<file path="config.mk">
export PLATFORM = sky130hd
export DESIGN_NAME = dual_alarm_match
export DESIGN_NICKNAME = d
export VERILOG_FILES = /design/src/rtl/alarm_cmp_pkg.sv /design/src/rtl/alarm_regfile.sv /design/src/rtl/field_cmp.sv /design/src/rtl/alarm_unit.sv /design/src/rtl/dual_alarm_match.sv
export SDC_FILE = /design/constraint.sdc
export NUM_CORES = 1
export LEC_CHECK = 0
export BUFFER_PORTS_ARGS = -buffer_cell sky130_fd_sc_hd__clkbuf_2
export CAP_MARGIN = 20
export CORE_MARGIN = 2
export CORE_UTILIZATION = 48
export CTS_CLUSTER_DIAMETER = 120
export DETAILED_ROUTE_END_ITERATION = 12
export PLACE_DENSITY = 0.8
export SLEW_MARGIN = 20
export SYNTH_ARGS = -nofsm -noshare
export SYNTH_HDL_FRONTEND = slang
export SYNTH_SLANG_ARGS = --single-unit
</file>
<file path="constraint.sdc">
create_clock -name clk -period 3.56 [get_ports clk]
set_input_delay 0.356 -clock clk [delete_from_list [all_inputs] [get_ports clk]]
set_output_delay 0.356 -clock clk [all_outputs]
set_load 0.1 [all_outputs]
</file>
<file path="src/rtl/alarm_cmp_pkg.sv">
package alarm_cmp_pkg;
  localparam int FIELD_W    = 8;
  localparam int NUM_FIELDS = 7;
  localparam int IDX_SEC    = 0;
  localparam int IDX_MIN    = 1;
  localparam int IDX_HOUR   = 2;
  localparam int IDX_DATE   = 3;
  localparam int IDX_MONTH  = 4;
  localparam int IDX_YEAR   = 5;
  localparam int IDX_DOW    = 6;
  localparam int STS_BASE   = 5;

  // Meaningful BCD bits of each field (bit 7 is never a value bit).
  function automatic logic [FIELD_W-1:0] field_mask(input int idx);
    case (idx)
      IDX_SEC, IDX_MIN, IDX_YEAR: field_mask = 8'h7F;
      IDX_HOUR, IDX_DATE:         field_mask = 8'h3F;
      IDX_MONTH:                  field_mask = 8'h1F;
      IDX_DOW:                    field_mask = 8'h07;
      default:                    field_mask = 8'h00;
    endcase
  endfunction

  // Whether a field can take part in a match at all.
  function automatic bit field_usable(input int idx);
    field_usable = (idx != IDX_YEAR) && (idx < NUM_FIELDS);
  endfunction
endpackage

</file>
<file path="src/rtl/alarm_regfile.sv">
module alarm_regfile
  import alarm_cmp_pkg::*;
#(
  parameter int NUM_ALARMS = 2,
  parameter int NFIELDS    = NUM_FIELDS,
  localparam int AW        = (NUM_ALARMS > 1) ? $clog2(NUM_ALARMS) : 1,
  localparam int FW        = $clog2(NFIELDS),
  localparam int TOTAL_W   = NUM_ALARMS * NFIELDS * FIELD_W
) (
  input  logic               clk,
  input  logic               rst,
  input  logic               we,
  input  logic [AW-1:0]      wr_alarm,
  input  logic [FW-1:0]      wr_field,
  input  logic [FIELD_W-1:0] wr_data,
  output logic [TOTAL_W-1:0] regs_flat
);
  logic [FIELD_W-1:0] mem [NUM_ALARMS*NFIELDS];

  always_ff @(posedge clk) begin
    for (int a = 0; a < NUM_ALARMS; a++) begin
      for (int f = 0; f < NFIELDS; f++) begin
        if (rst) begin
          mem[a*NFIELDS+f] <= '0;
        end else if (we && (wr_alarm == AW'(a)) && (wr_field == FW'(f))) begin
          mem[a*NFIELDS+f] <= wr_data;
        end
      end
    end
  end

  generate
    for (genvar g = 0; g < NUM_ALARMS*NFIELDS; g++) begin : g_flat
      assign regs_flat[g*FIELD_W +: FIELD_W] = mem[g];
    end
  endgenerate
endmodule

</file>
<file path="src/rtl/field_cmp.sv">
module field_cmp
  import alarm_cmp_pkg::*;
#(
  parameter int IDX = 0
) (
  input  logic [FIELD_W-1:0] alarm_byte,
  input  logic [FIELD_W-1:0] time_byte,
  output logic               active,
  output logic               hit
);
  localparam logic [FIELD_W-1:0] MASK   = field_mask(IDX);
  localparam bit                 USABLE = field_usable(IDX);

  logic same;

  always_comb begin
    same   = ((alarm_byte & MASK) == (time_byte & MASK));
    active = USABLE && alarm_byte[FIELD_W-1];
    hit    = !active || same;
  end
endmodule

</file>
<file path="src/rtl/alarm_unit.sv">
module alarm_unit
  import alarm_cmp_pkg::*;
#(
  parameter int NFIELDS = NUM_FIELDS,
  localparam int BUS_W  = NFIELDS * FIELD_W
) (
  input  logic             clk,
  input  logic             rst,
  input  logic             tick,
  input  logic [BUS_W-1:0] alarm_bytes,
  input  logic [BUS_W-1:0] time_bus,
  input  logic             int_en,
  input  logic             clr,
  output logic             flag,
  output logic             irq
);
  logic [NFIELDS-1:0] act;
  logic [NFIELDS-1:0] hit;
  logic               match;
  logic               fire;

  generate
    for (genvar f = 0; f < NFIELDS; f++) begin : g_field
      field_cmp #(.IDX(f)) u_cmp (
        .alarm_byte (alarm_bytes[f*FIELD_W +: FIELD_W]),
        .time_byte  (time_bus[f*FIELD_W +: FIELD_W]),
        .active     (act[f]),
        .hit        (hit[f])
      );
    end
  endgenerate

  always_comb begin
    match = (|act) && (&hit);
    fire  = tick && match;
  end

  always_ff @(posedge clk) begin
    if (rst) begin
      flag <= 1'b0;
      irq  <= 1'b0;
    end else begin
      flag <= fire | (flag & ~clr);
      irq  <= fire & int_en;
    end
  end
endmodule

</file>
<file path="src/rtl/dual_alarm_match.sv">
module dual_alarm_match
  import alarm_cmp_pkg::*;
#(
  parameter int NUM_ALARMS = 2,
  localparam int AW        = (NUM_ALARMS > 1) ? $clog2(NUM_ALARMS) : 1,
  localparam int FW        = $clog2(NUM_FIELDS),
  localparam int BUS_W     = NUM_FIELDS * FIELD_W
) (
  input  logic                  clk,
  input  logic                  rst,
  input  logic                  sec_tick,
  input  logic [BUS_W-1:0]      time_bus,
  input  logic                  cfg_we,
  input  logic [AW-1:0]         cfg_alarm,
  input  logic [FW-1:0]         cfg_field,
  input  logic [FIELD_W-1:0]    cfg_data,
  input  logic [NUM_ALARMS-1:0] int_en,
  input  logic                  clr_we,
  input  logic [NUM_ALARMS-1:0] clr_mask,
  input  logic                  rd_clr,
  output logic [NUM_ALARMS-1:0] alarm_flag,
  output logic [NUM_ALARMS-1:0] alarm_irq,
  output logic [7:0]            status_byte
);
  logic [NUM_ALARMS*BUS_W-1:0] regs_flat;
  logic [NUM_ALARMS-1:0]       clr_vec;

  alarm_regfile #(.NUM_ALARMS(NUM_ALARMS), .NFIELDS(NUM_FIELDS)) u_regs (
    .clk       (clk),
    .rst       (rst),
    .we        (cfg_we),
    .wr_alarm  (cfg_alarm),
    .wr_field  (cfg_field),
    .wr_data   (cfg_data),
    .regs_flat (regs_flat)
  );

  assign clr_vec = {NUM_ALARMS{rd_clr}} | ({NUM_ALARMS{clr_we}} & clr_mask);

  generate
    for (genvar a = 0; a < NUM_ALARMS; a++) begin : g_alarm
      alarm_unit #(.NFIELDS(NUM_FIELDS)) u_unit (
        .clk         (clk),
        .rst         (rst),
        .tick        (sec_tick),
        .alarm_bytes (regs_flat[a*BUS_W +: BUS_W]),
        .time_bus    (time_bus),
        .int_en      (int_en[a]),
        .clr         (clr_vec[a]),
        .flag        (alarm_flag[a]),
        .irq         (alarm_irq[a])
      );
    end
  endgenerate

  always_comb begin
    status_byte = '0;
    for (int a = 0; a < NUM_ALARMS; a++) begin
      if (STS_BASE + a < 8) status_byte[STS_BASE+a] = alarm_flag[a];
    end
  end
endmodule

</file>
==> qor.yml <==
routing:
  dr.pass1.iters: 4
  wl_um: 8350
  wl_per_cell_um: 16.5
  dr.first_iter.drc_count: 150
  ant_nets: 0
  drc: 0
  num_vias: 2625
  avgViaCountPerCell: 5.20
cts:
  cts.sinks: 84
  ctsHoldBuffers: 0
  cts_tree: "done"
  insertion_delay_ps: 360
  cts_max_path_buffers: 2
  numCtsBuffers: 9
  postCtsSetupRepairBufs: 0
  cts_resized: 0
  htreeDepth: 3
  clkTransAtPathRegs_ps: 90
  cts_root_buf: "clkbuf_8"
final_layout:
  final_cells: 505
  design_area_um2: 4850
  n_fill_cell: 707
  antennaDiodeCount: 0
  fin_util: 0.561
  drive_above_1_share: 0.229
  syn_to_final_growth_pct: 14.4
  nNetsFinal: 470
sta:
  slew_headroom: 0.244
  fin_crit_sh: 0.514
  rsz0062_at_grt: "false"
  skew_ps: 3.81
  hold_violations: 0
  setup_tns_ps: 0
  final_max_slew_viol_count: 0
  tightest_slew_ps: 1120
  setup_viol: 0
  max_freq_mhz: 546
  fin_crit_ps: 1830
logic_synthesis:
  yosys.area_share.xor_xnor: 0.141
  synth_cell_types: 30
  synthAdderAreaFrac: 0
  ys_ff_latch: 84
  synth.cell_area_um2: 4240
  synthSimpleGateAreaFrac: 0.201
  yosys.area.top_type_share: 0.567
  netlist_top_cells_count: "and2_1, edfxtp_1, xnor2_1"
  syn_area_per_cell_um2: 12.7
  synth_flop_cell: "edfxtp_1"
  synth_edf_count: 80
  yosysSeqAreaShare: 0.586
  synth_top_family_by_area: "simple AND/OR/NAND/NOR gates"
  synth_top_cell_by_area: "edfxtp_1"
  synthCells: 334
  async_flop_share: 0
  synthMuxAreaShare: 0
  synth_area_leaders: "edfxtp_1, and2_1, xnor2_1"
  yosysWarnings: 0
  synth_compound_area_frac: 0.0390
hold_path:
  whs_path_depth: 3
  hold_class: "input port to register"
  hp-start: "int_en[0]"
  whs_endpoint: "g_alarm[0].u_unit.irq"
floorplanning:
  core_area_um2: 8640
  pin_count: 90
  die_h_um: 98.0
  rows: 34
  start_util: 0.491
  die-area_um2: 9600
  fp.dieW_um: 98.0
global_routing:
  track_usage: 0.185
  grt_pass1_vias: 2743
  grt_pass1_wl_um: 13500
  antenna_found_initial: 0
  grt-ovfl-total: 0
  grt_max_degree: 16
placement:
  dp_cells: 489
  dpl_cell_area_um2: 4580
  portBuffers: 61
  gp_congestion: 0.822
  dp_hpwl_um: 6210
setup_path:
  cp-end-kind: "register"
  crit_type: "input port to register"
  critPathRequiredTime_ps: 3550
  crit_path_start_kind: "input port"
  cp_data_arrival_time_ps: 1820
  rr_startpoint: "u_regs.mem[0][31]"
  crit_path_max_fanout: 8
  reg2reg_depth: 5
  r2r_slack_ps: 2060
  r2r-end: "g_alarm[0].u_unit.flag"
flow_run:
  maxCapViolations: 0
status:
  outcome: "finished clean"
power_and_ir_drop:
  p_leak_nw: 1.77
  vdd_ir_drop_max_mv: 0.216
  power.density_nw_per_um2: 474
  fin_total_pwr_mw: 2.30
==> layout by cell type, fill, tap and decap left out, drive strengths merged, types with 4 or more instances in the layout <==
master  Yosys  layout
xnor2      44      44
o21ai       9       9
and2       80      80
dfxtp       4       4
nand4      10      10
nor3       12      12
xor2       24      24
bufinv      0       4
o31ai      10      10
clkbuf      5      70
o41ai       4       4
nor2        6       6
nand3       8       8
edfxtp     80      80
inv         3       5
conb        1       6
nand2       8       8
==> kinds of logic (layout without fill, tap and decap cells) <==
kind of cell    Yosys count  in the layout
simple gates            133            133
flops                    84             84
xor+xnor                 68             68
compound gates           25             25
buf+inv                  23             81
other cells               1              6
==> cell type report <==
cell class / instances / area, µm² / area share
Inverter: 3 / 11.3 / 0.00232
Multi-Input combinational cell: 232 / 1640 / 0.338
Clock inverter: 7 / 146 / 0.0302
Sequential cell: 84 / 2480 / 0.512
Tap cell: 108 / 135 / 0.0279
Clock buffer: 9 / 124 / 0.0255
Timing Repair Buffer: 62 / 313 / 0.0645
==> state kept, by name (all words and copies together) (netlist names) <==
signal	flops
g_alarm.u_unit.flag	2
g_alarm.u_unit.irq	2
u_regs.mem	80
==> worst max path at each step <==
stage | startpoint | end | depth (start not counted)
final | cfg_we | u_regs.mem[1][13] | 4
after CTS | cfg_we | u_regs.mem[1][10] | 4
after detailed placement | cfg_we | u_regs.mem[1][10] | 4
after global routing | cfg_alarm | u_regs.mem[1][13] | 4
after global placement | cfg_alarm | u_regs.mem[1][13] | 4
after floorplan | cfg_alarm | u_regs.mem[0][56] | 4
==> power by group <==
group	switching, mW	internal [mW]	leakage [nW]
clock network	0.361	0.543	0.134
registers	0.0273	1.14	0.798
logic	0.145	0.0860	0.836
total	0.533	1.77	1.77
==> layer usage <==
layer,global-route usage,wire (µm)
met5,0,0
met2,0.311,4140
met3,0.0501,593
met4,0.0609,118
met1,0.233,3490
==> through the flow <==
step,setup WS (ps),hold slack (ps)
floorplan,1680,452
CTS,1730,189
global route,1640,211
finish,1730,193
detailed placement,1330,485
global placement,1440,468
==> worst max-delay path: stages <==
cell      delay [ps]
clkbuf_2         100
nand2_2           90
or2_1            400
o21ai_0          880
Note: power is estimated with default switching activity, not from simulation.
